**config.mk**
```make
export PLATFORM = sky130hd
export DESIGN_NAME = spi_xfer_engine
export DESIGN_NICKNAME = d
export VERILOG_FILES = /design/src/rtl/spi_eng_pkg.sv /design/src/rtl/spi_byte_fifo.sv /design/src/rtl/spi_bit_shifter.sv /design/src/rtl/spi_sel_ctrl.sv /design/src/rtl/spi_xfer_engine.sv
export SDC_FILE = /design/constraint.sdc
export NUM_CORES = 1
export LEC_CHECK = 0
export BUFFER_PORTS_ARGS = -buffer_cell sky130_fd_sc_hd__buf_2
export CORE_UTILIZATION = 60
export CTS_CLUSTER_SIZE = 10
export DETAILED_ROUTE_END_ITERATION = 12
export GPL_ROUTABILITY_DRIVEN = 0
export PLACE_DENSITY_LB_ADDON = 0.15
export SKIP_LAST_GASP = 1
export SLEW_MARGIN = 20
export SYNTH_ARGS = -nofsm -noshare
export SYNTH_HDL_FRONTEND = slang
export SYNTH_HIERARCHICAL = 1
export SYNTH_SLANG_ARGS = --single-unit
```
**constraint.sdc**
```tcl
create_clock -name clk_i -period 4.4 [get_ports clk_i]
set_input_delay 0.22 -clock clk_i [delete_from_list [all_inputs] [get_ports clk_i]]
set_output_delay 0.22 -clock clk_i [all_outputs]
set_load 0.05 [all_outputs]
```
**src/rtl/spi_eng_pkg.sv**
```systemverilog
package spi_eng_pkg;
  typedef logic [7:0] byte_t;
  localparam byte_t FILL_BYTE = 8'hFF;
endpackage

```
**src/rtl/spi_byte_fifo.sv**
```systemverilog
module spi_byte_fifo
  import spi_eng_pkg::*;
#(
  parameter int DEPTH = 32,
  localparam int AW = $clog2(DEPTH),
  localparam int CW = AW + 1
) (
  input  logic          clk_i,
  input  logic          rst_ni,
  input  logic          flush_i,
  input  logic          push_i,
  input  byte_t         wdata_i,
  input  logic          pop_i,
  output byte_t         head_o,
  output logic [CW-1:0] level_o,
  output logic          full_o,
  output logic          empty_o
);
  byte_t         mem_q [DEPTH];
  logic [AW-1:0] wr_q, rd_q;
  logic [CW-1:0] cnt_q;
  logic          do_push, do_pop;

  assign full_o  = (cnt_q == CW'(DEPTH));
  assign empty_o = (cnt_q == '0);
  assign do_push = push_i && !full_o;
  assign do_pop  = pop_i && !empty_o;
  assign head_o  = mem_q[rd_q];
  assign level_o = cnt_q;

  function automatic logic [AW-1:0] nxt(input logic [AW-1:0] p);
    return (p == AW'(DEPTH - 1)) ? '0 : p + 1'b1;
  endfunction

  always_ff @(posedge clk_i or negedge rst_ni) begin
    if (!rst_ni) begin
      wr_q  <= '0;
      rd_q  <= '0;
      cnt_q <= '0;
    end else if (flush_i) begin
      wr_q  <= '0;
      rd_q  <= '0;
      cnt_q <= '0;
    end else begin
      if (do_push) wr_q <= nxt(wr_q);
      if (do_pop)  rd_q <= nxt(rd_q);
      case ({do_push, do_pop})
        2'b10:   cnt_q <= cnt_q + 1'b1;
        2'b01:   cnt_q <= cnt_q - 1'b1;
        default: cnt_q <= cnt_q;
      endcase
    end
  end

  always_ff @(posedge clk_i) begin
    if (do_push && !flush_i) mem_q[wr_q] <= wdata_i;
  end
endmodule

```
**src/rtl/spi_bit_shifter.sv**
```systemverilog
module spi_bit_shifter
  import spi_eng_pkg::*;
#(
  parameter int HALF = 1,
  localparam int DW = (HALF > 1) ? $clog2(HALF) : 1
) (
  input  logic  clk_i,
  input  logic  rst_ni,
  input  logic  abort_i,
  input  logic  load_i,
  input  byte_t data_i,
  input  logic  miso_i,
  output logic  sclk_o,
  output logic  mosi_o,
  output logic  busy_o,
  output logic  done_o,
  output byte_t rx_o
);
  logic          act_q, sclk_q, done_q;
  byte_t         sh_q, rx_q;
  logic [2:0]    bit_q;
  logic [DW-1:0] div_q;
  logic          half_end;

  assign half_end = (div_q == DW'(HALF - 1));

  always_ff @(posedge clk_i or negedge rst_ni) begin
    if (!rst_ni) begin
      act_q  <= 1'b0;
      sclk_q <= 1'b0;
      done_q <= 1'b0;
      sh_q   <= '0;
      rx_q   <= '0;
      bit_q  <= '0;
      div_q  <= '0;
    end else begin
      done_q <= 1'b0;
      if (abort_i) begin
        act_q  <= 1'b0;
        sclk_q <= 1'b0;
      end else if (load_i) begin
        act_q  <= 1'b1;
        sh_q   <= data_i;
        sclk_q <= 1'b0;
        div_q  <= '0;
        bit_q  <= '0;
      end else if (act_q) begin
        if (half_end) begin
          div_q <= '0;
          if (!sclk_q) begin
            sclk_q <= 1'b1;
            rx_q   <= {rx_q[6:0], miso_i};
          end else begin
            sclk_q <= 1'b0;
            if (bit_q == 3'd7) begin
              act_q  <= 1'b0;
              done_q <= 1'b1;
            end else begin
              bit_q <= bit_q + 1'b1;
              sh_q  <= {sh_q[6:0], 1'b0};
            end
          end
        end else begin
          div_q <= div_q + 1'b1;
        end
      end
    end
  end

  assign sclk_o = sclk_q;
  assign mosi_o = act_q & sh_q[7];
  assign busy_o = act_q;
  assign done_o = done_q;
  assign rx_o   = rx_q;
endmodule

```
**src/rtl/spi_sel_ctrl.sv**
```systemverilog
module spi_sel_ctrl #(
  parameter int NSEL = 4
) (
  input  logic            clk_i,
  input  logic            rst_ni,
  input  logic            en_i,
  input  logic            start_i,
  input  logic            end_i,
  input  logic [NSEL-1:0] mask_i,
  input  logic            hold_i,
  output logic [NSEL-1:0] cs_act_o
);
  logic [NSEL-1:0] cs_q, mark_q, mark_n;

  // lines seen asserted while hold is low are due for release at the end
  assign mark_n = mark_q | (hold_i ? '0 : cs_q);

  always_ff @(posedge clk_i or negedge rst_ni) begin
    if (!rst_ni) begin
      cs_q   <= '0;
      mark_q <= '0;
    end else if (!en_i) begin
      cs_q   <= '0;
      mark_q <= '0;
    end else if (start_i) begin
      cs_q   <= mask_i;
      mark_q <= mark_n & mask_i;
    end else if (end_i) begin
      cs_q   <= cs_q & ~mark_n;
      mark_q <= '0;
    end else begin
      mark_q <= mark_n;
    end
  end

  assign cs_act_o = cs_q;
endmodule

```
**src/rtl/spi_xfer_engine.sv**
```systemverilog
module spi_xfer_engine
  import spi_eng_pkg::*;
#(
  parameter int DEPTH = 32,
  parameter int NSEL  = 4,
  parameter int CNT_W = 16,
  parameter int HALF  = 1,
  localparam int LW = $clog2(DEPTH) + 1
) (
  input  logic            clk_i,
  input  logic            rst_ni,
  input  logic            en_i,
  input  logic            rx_en_i,
  input  logic            tx_wr_i,
  input  logic [7:0]      tx_data_i,
  input  logic            tx_flush_i,
  input  logic            rx_rd_i,
  output logic [7:0]      rx_data_o,
  input  logic            rx_flush_i,
  input  logic            cnt_wr_i,
  input  logic [CNT_W-1:0] cnt_i,
  input  logic            start_i,
  input  logic [NSEL-1:0] sel_mask_i,
  input  logic            sel_hold_i,
  output logic            sclk_o,
  output logic            mosi_o,
  input  logic [NSEL-1:0] miso_i,
  output logic [NSEL-1:0] cs_no,
  output logic            busy_o,
  output logic            done_o,
  output logic [LW-1:0]   tx_level_o,
  output logic [LW-1:0]   rx_level_o,
  output logic            tx_ovr_o,
  output logic            rx_und_o
);
  logic             active_q, done_q, ovr_q, und_q;
  logic [CNT_W-1:0] cnt_q;
  logic [NSEL-1:0]  cs_act;
  byte_t            tx_head, rx_head, sh_rx, rx_byte;
  logic             tx_full, tx_empty, rx_full, rx_empty;
  logic             sh_busy, sh_done, sel_miso;
  logic             feed, start_go, zero_go, finish, rx_push, rx_pop;

  spi_byte_fifo #(.DEPTH(DEPTH)) u_tx_fifo (
    .clk_i, .rst_ni,
    .flush_i (tx_flush_i),
    .push_i  (tx_wr_i),
    .wdata_i (tx_data_i),
    .pop_i   (feed),
    .head_o  (tx_head),
    .level_o (tx_level_o),
    .full_o  (tx_full),
    .empty_o (tx_empty)
  );

  spi_byte_fifo #(.DEPTH(DEPTH)) u_rx_fifo (
    .clk_i, .rst_ni,
    .flush_i (rx_flush_i),
    .push_i  (rx_push),
    .wdata_i (rx_byte),
    .pop_i   (rx_pop),
    .head_o  (rx_head),
    .level_o (rx_level_o),
    .full_o  (rx_full),
    .empty_o (rx_empty)
  );

  assign sel_miso = |(miso_i & cs_act);

  spi_bit_shifter #(.HALF(HALF)) u_shifter (
    .clk_i, .rst_ni,
    .abort_i (!en_i),
    .load_i  (feed),
    .data_i  (tx_head),
    .miso_i  (sel_miso),
    .sclk_o  (sclk_o),
    .mosi_o  (mosi_o),
    .busy_o  (sh_busy),
    .done_o  (sh_done),
    .rx_o    (sh_rx)
  );

  spi_sel_ctrl #(.NSEL(NSEL)) u_sel (
    .clk_i, .rst_ni,
    .en_i     (en_i),
    .start_i  (start_go),
    .end_i    (finish || zero_go),
    .mask_i   (sel_mask_i),
    .hold_i   (sel_hold_i),
    .cs_act_o (cs_act)
  );

  assign start_go = start_i && en_i && !active_q;
  assign zero_go  = start_go && (cnt_q == '0);
  assign finish   = active_q && en_i && sh_done && (cnt_q == CNT_W'(1));
  // one byte in flight at most; start it only if its result has a slot
  assign feed     = active_q && en_i && !sh_busy && !sh_done && (cnt_q != '0)
                    && !tx_empty && !rx_full;

  assign rx_byte  = (cs_act == '0) ? FILL_BYTE : sh_rx;
  assign rx_push  = active_q && en_i && sh_done && rx_en_i
                    && ((cs_act == '0) || $onehot(cs_act));
  assign rx_pop   = rx_rd_i && rx_en_i;

  always_ff @(posedge clk_i or negedge rst_ni) begin
    if (!rst_ni) begin
      active_q <= 1'b0;
      cnt_q    <= '0;
      done_q   <= 1'b0;
      ovr_q    <= 1'b0;
      und_q    <= 1'b0;
    end else begin
      done_q <= en_i && (finish || zero_go);
      ovr_q  <= tx_wr_i && tx_full && !tx_flush_i;
      und_q  <= rx_pop && rx_empty && !rx_flush_i;
      if (!en_i)         active_q <= 1'b0;
      else if (start_go) active_q <= (cnt_q != '0);
      else if (finish)   active_q <= 1'b0;
      if (cnt_wr_i && !active_q)      cnt_q <= cnt_i;
      else if (active_q && sh_done)   cnt_q <= cnt_q - 1'b1;
    end
  end

  assign rx_data_o = (rx_en_i && !rx_empty) ? rx_head : 8'h00;
  assign cs_no     = ~cs_act;
  assign busy_o    = active_q;
  assign done_o    = done_q;
  assign tx_ovr_o  = ovr_q;
  assign rx_und_o  = und_q;
endmodule

```
; ---- Word level (Yosys, flattened, before mapping)
; Memory sizes are Yosys's and may differ from the RTL's.
; Index checks and enable logic that the tools add are counted.
[word_totals]
n_memories = 2
register_bits = 83
word_cells = 187
output_inout_bits = 30
latch_bits = 0
rom_bits = 0
ramBits = 512
input_bits = 43
[memory_table]
columns = name, words, width, rd, rd_clocked_by_memory_dff, write_ports, line_no
row1 = u_rx_fifo.mem_q, 32, 8, 1, 0, 1, spi_byte_fifo.sv:19  ; byte_t mem_q [DEPTH];
row2 = u_tx_fifo.mem_q, 32, 8, 1, 0, 1, spi_byte_fifo.sv:19
[op_classes]
n_div = 0
shift = 0
n_mul = 0
n_mux = 64
n_reduce_logical = 58
eq_ne = 19
n_bitwise = 10
magnitude_cmp = 0
addsub = 14
[op_table]
columns = op, n
row1 = 5-bit 2-to-1 mux, 12
row2 = 8-bit 2-to-1 mux, 7
row3 = 16-bit 2-to-1 mux, 2
row4 = 1-bit logical AND, 28
row5 = 4-bit 2-to-1 mux, 7
row6 = 1-bit 2-to-1 mux, 27
row7 = 6-bit case mux with 2 select lines, 2
row8 = "5-bit by 1-bit adder with 5-bit output, second input constant", 4
row9 = "5-bit equality test, second input constant", 4
row10 = "16-bit by 1-bit equality test with 1-bit output, second input constant", 1
row11 = 16-bit logical NOT, 1
row12 = 16-bit nonzero test, 1
row13 = "16-bit by 1-bit subtractor with 16-bit output, second input constant", 1
row14 = 3-bit 2-to-1 mux, 5
row15 = 2-bit nonzero test, 7
row16 = "6-bit by 1-bit adder with 6-bit output, second input constant", 2
row17 = 4-bit AND, 3
row18 = "6-bit equality test, second input constant", 2
row19 = 6-bit logical NOT, 2
row20 = 6-bit 2-to-1 mux, 2
row21 = "6-bit by 1-bit subtractor with 6-bit output, second input constant", 2
row22 = 5-bit AND reduction, 2
row23 = 1-bit logical NOT, 9
row24 = "3-bit by 1-bit != test with 1-bit output, second input constant", 3
row25 = 19 further kinds, 29

; ---- Depth between registers and ports, before layout
[logic_depth]
word_depth = 10
mapped_depth = 17
mapped_depth_nobuf = 16

; ---- Cells and area by module
; Netlist, hierarchy kept.
[modules_own_cells]
columns = mod, area_per_inst_um2, cells_per_inst, instances
row1 = spi_byte_fifo, 10954.3, 517, 2
row2 = spi_xfer_engine, 1356.3, 162, 1
row3 = spi_bit_shifter, 1001.0, 72, 1
row4 = spi_sel_ctrl, 365.4, 34, 1

; ---- Worst setup path before layout
; No wires, ideal clock.
[synth_path]
path_type = flip-flop to flip-flop
start = register u_sel.cs_q[0] (netlist: u_sel/cs_act_o[0])
end = register u_rx_fifo.cnt_q[5] (netlist: u_rx_fifo/level_o[5])
n_path_buf = 1
stages_incl_launch_ff = 18
slack_ns = 0.440
period_less_slack_ns = 3.960
arrival_time_ns = 3.832
setup_time_ns = 0.128
cell_sequence = dfrtp_1 inv_1 fa_1 inv_1 ha_1 ha_1 nor2_1 a21oi_1 nor2_1 o21ai_4 buf_2 and2b_1 ha_1 a211oi_1 o21bai_1 a21oi_1 mux2i_1 mux2_1
[synth_between]
elab_chain_len = 9
elab_cells_between_ends = 12
[synth_lines]
columns = element, line_no
row1 = "start, declared", spi_sel_ctrl.sv:13  ; logic [NSEL-1:0] cs_q, mark_q, mark_n;
row2 = "start signal, assigned", spi_sel_ctrl.sv:26  ; cs_q <= mask_i;
row3 = "start signal, assigned", spi_sel_ctrl.sv:29  ; cs_q <= cs_q & ~mark_n;
row4 = 1-bit by 1-bit adder with 2-bit output (not written as such), spi_xfer_engine.sv:102  ; && ((cs_act == '0) || $onehot(cs_act));
row5 = 2-bit by 2-bit adder with 3-bit output (not written as such), spi_xfer_engine.sv:102
row6 = 3-bit by 1-bit equality test with 1-bit output, spi_xfer_engine.sv:102
row7 = 1-bit logical OR *, spi_xfer_engine.sv:102
row8 = 1-bit logical AND *, spi_xfer_engine.sv:102
row9 = via rx_push, spi_xfer_engine.sv:42  ; logic feed, start_go, zero_go, finish, rx_push, rx_pop;
row10 = 1-bit logical AND *, spi_byte_fifo.sv:26  ; assign do_push = push_i && !full_o;
row11 = 2-bit by 1-bit equality test with 1-bit output / 2-bit equality test (equally long branches), spi_byte_fifo.sv:47  ; case ({do_push, do_pop})
row12 = 6-bit case mux with 2 select lines, spi_byte_fifo.sv:47
row13 = 6-bit 2-to-1 mux, spi_byte_fifo.sv:40  ; end else if (flush_i) begin
row14 = "end signal, assigned", spi_byte_fifo.sv:48  ; 2'b10: cnt_q <= cnt_q + 1'b1;
row15 = "end signal, assigned", spi_byte_fifo.sv:49  ; 2'b01: cnt_q <= cnt_q - 1'b1;
row16 = "end signal, assigned", spi_byte_fifo.sv:50  ; default: cnt_q <= cnt_q;
row17 = "end, declared", spi_byte_fifo.sv:21  ; logic [CW-1:0] cnt_q;
; The timed path passes the listed nets; every way through them passes the cells marked *.
; A chain may end at the register's enable or synchronous reset.

; ---- Worst setup path in the final report
[layout_path]
start = register u_sel.cs_q[0] (netlist: u_sel/cs_act_o[0])
end = memory u_rx_fifo/mem_q[28][6] (netlist name), enable pin
[layout_between]
elab_chain_len = 9
elab_cells_between_ends = 10
[layout_lines]
columns = element, line_no
row1 = 1-bit by 1-bit adder with 2-bit output (not written as such), spi_xfer_engine.sv:102
row2 = 2-bit by 2-bit adder with 3-bit output (not written as such), spi_xfer_engine.sv:102
row3 = 3-bit by 1-bit equality test with 1-bit output, spi_xfer_engine.sv:102
row4 = 1-bit logical OR *, spi_xfer_engine.sv:102
row5 = 1-bit logical AND *, spi_xfer_engine.sv:102
row6 = via rx_push, spi_xfer_engine.sv:42
row7 = 1-bit logical AND *, spi_byte_fifo.sv:26
row8 = 1-bit logical AND *, spi_byte_fifo.sv:56  ; if (do_push && !flush_i) mem_q[wr_q] <= wdata_i;
row9 = 1-bit 2-to-1 mux *, spi_byte_fifo.sv:56
row10 = 1-bit 2-to-1 mux (not written as such) *, spi_byte_fifo.sv:56
row11 = "end, declared", spi_byte_fifo.sv:19
; Marked as above.

==> results.toml <==
[power_and_ir_drop]
seqPwrFrac_pct = 52.5
p_switching_mw = 2.57
p_int_mw = 9.52
leakagePower_nw = 9.27
pwr-share-clk_pct = 42.5
ir_worst_vdd_v = 0.000328
switching_share_pct = 21.2
comb_power_share_pct = 5.0
p_per_area_nw_per_um2 = 433

[worst_setup_path]
cp_max_fo = 8
r2r_slack_ns = 0.45
r2r-start = "u_sel/cs_act_o[0]"
crit_type = "reg2reg"
crit_required_ns = 4.61
setup.worst_path.end_class = "register"
arrival_ns = 4.16
crit_start = "u_sel/cs_act_o[0]"
crit_path_start_kind = "register"

[worst_hold_path]
worstHoldStart = "rx_flush_i"
hold_class = "in2reg"

[synth]
netlist_top_cells_area = "edfxtp_1 62%, mux4_2 15%, dfrtp_1 8.3%"
ys_ff_latch = 594
async_flop_share_pct = 13.8
synth_commonest_cells = "512 x edfxtp_1, 160 x mux4_2, 108 x nor2_1"
seq_area_frac_synth_pct = 70.8
synth_top_cell_area_share_pct = 62.4
syn_avg_cell_area_um2 = 18.9
netlist_area_um2 = 24600
synthFlopType = "edfxtp_1"
synth_most_common_cell = "edfxtp_1"
synth-edff-count = 512
yosysTopAreaCell = "edfxtp_1"
synth_nets = 1377
synth_cell_type_count = 60
yosys_warnings = 6
netlist_instances = 1302

[floorplan]
die_y_um = 205
initial_core_util_pct = 61.4
core_um2 = 40100
dieArea_um2 = 41900
fp-row-count = 73
ios = 73
die_x_um = 205

[final_layout]
regArea_um2 = 17400
layout.nets = 1520
insertedDiodeCount = 0
nFillCells = 2506
multiInputGateArea_um2 = 6810
syn_to_final_growth_pct = 13.4
drive_above_1_share_pct = 28.2
final_area_um2 = 27900

[placed_design]
placed_area_um2 = 25700
numPortBuffers = 72
dp_hpwl_um = 32000

[grt]
grt_max_degree = 61
grt_pass1_wl_um = 78700
antenna_found_initial = 0
grt_pass1_vias = 12900
globalRouteOverflowTotal = 0
grt_use_total_pct = 25.8

[drt]
wl_um = 51400
vias = 12800
drt_iter0_drc = 1208
drc = 0
avgRoutedWirePerCell_um = 25.6
drt_first_pass_iters = 5
antenna_left = 0
routed_via_density = 6.38

[clocking]
max-clock-path-buffers = 3
clkLatencyLatePin_ns = 0.59
cts_sinks = 594
post_cts_buffers = 0
cts-root-buf = "clkbuf_16"
cts_tree = "done"
h-tree-depth = 3
cts_inserted_buffers = 70
clk_pin_slew_ns = 0.05

[timing]
fin_skew_ns = 0.0203
clock.fmax_ghz = 0.253
setup_violations = 0
slew_violations = 0
min_period_ns = 3.95
worst_pin_slew_ns = 1.04
fin_tns_setup_ns = 0
hold_viol = 0
finalCritPeriodShare_pct = 89.9
grt_setup_unrepaired = "false"
slew_headroom_pct = 30.5

[outcome]
outcome = "completed"

[flow_run]
cap_violations = 0
-- cell type report --
cell class / instances / share of cell area, %
clock inverters: 7 / 0.233
repair buffers: 136 / 3.40
inverters: 20 / 0.269
well taps: 525 / 2.35
flip-flops and latches: 594 / 62.4
multi-input cells: 623 / 24.4
clock buffers: 107 / 6.96
-- registers in the layout (all words and copies together), names as in the netlist, 3 cells and up --
signal,flops
cnt_q,16
u_rx_fifo/level_o,6
u_rx_fifo/mem_q,256
u_rx_fifo/rd_q,5
u_rx_fifo/wr_q,5
u_sel/cs_act_o,4
u_sel/mark_q,4
u_shifter/bit_q,3
u_shifter/rx_o,8
u_shifter/sh_q,8
u_tx_fifo/level_o,6
u_tx_fifo/mem_q,256
u_tx_fifo/rd_q,5
u_tx_fifo/wr_q,5
-- critical path, stage by stage, from the launching register on --
cell and delay, ns:
dfrtp_1 0.39, inv_1 0.10, fa_1 0.55, inv_1 0.04, ha_1 0.17, ha_1 0.28, nor2_1 0.10, a21oi_1 0.07
nor2_1 0.23, nor3b_1 0.51, nand2_1 0.48, nor2_1 0.68
-- timing repair --
| action | CTS | global route |
|---|---|---|
| hold buffers | 27 | 0 |
| endpoints found under the hold margin | 87 | 0 |
| gates resized for setup | 0 | 0 |
-- logic make-up (layout without fill, tap and decap cells) --
group	Yosys count	in the layout	share of synthesized area, %
flip-flops	594	594	70.8
AND/OR/NAND/NOR	265	265	5.59
multiplexers	214	214	17.0
AO/OA/AOI/OAI	99	99	2.69
buffers and inverters	85	270	1.62
adder cells (fa/ha/maj)	32	32	1.72
XOR/XNOR	13	13	0.615
-- power groups by stage --
stage          clock network, mW  registers [mW]  logic (mW)
3_3_place_gp                   0            6.45       0.571
3_5_place_dp                   0            6.46       0.588
6_report                    5.14            6.35       0.605
4_1_cts                     5.23            6.34       0.612
2_1_floorplan                  0            6.45       0.349
5_1_grt                     5.43            6.36       0.664
-- final timing paths --
| check | to | cells after the start |
|---|---|---|
| worst min-delay path | u_rx_fifo/level_o[3] | 2 |
| worst max-delay path | u_rx_fifo/mem_q[28][6] | 11 |
| worst min register to register | u_shifter/bit_q[0] | 1 |
| min in group asynchronous | cnt_q[12] | 2 |
| max in group asynchronous | u_tx_fifo/rd_q[0] | 3 |
| worst max register to register | u_rx_fifo/mem_q[28][6] | 11 |
-- cell usage in the layout (no fill, tap or decap), drive strengths merged, types with 3 or more instances in the layout --
master and count:
a211oi 9, a21o 4, a21oi 29, a22oi 3, a31oi 6, a32o 4
and2 13, and3 7, buf 109, clkbuf 107, clkinv 4, dfrtp 82
dlygate4sd3 27, edfxtp 512, fa 3, ha 29, inv 22, mux2 39
mux2i 15, mux4 160, nand2 30, nand2b 3, nand3 17, nand3b 7
nor2 108, nor2b 13, nor3 16, nor3b 4, o211ai 4, o21ai 26
o311ai 4, o31ai 4, or2 8, or3 5, or3b 4, or4 15
or4b 4, xnor2 9, xor2 4
-- routing by layer --
metal	vias up	GRT usage [%]	part of all wire [%]
met3	99	4.45	7.1
met4	0	7.73	2.2
met5	-	0	0
met1	6683	39.5	44
met2	524	38.5	46
li1	5526	-	-
-- through the flow --
step | std cells | total power [mW] | hold WS (ns) | worst slack [ns] | util, %
after floorplan | 1302 | 6.80 | -0.0756 | 0.440 | -
after global placement | 1871 | 7.02 | 0.352 | 0.545 | 64.0
after detailed placement | 1871 | 7.04 | 0.365 | 0.507 | 64.0
after CTS | 2012 | 12.2 | 0.00146 | 0.478 | 69.7
after global routing | 2012 | 12.4 | 0.0345 | 0.146 | 69.7
final | 2012 | 12.1 | 0.0279 | 0.446 | 69.7
No activity file was read; power rests on OpenSTA's default activity.
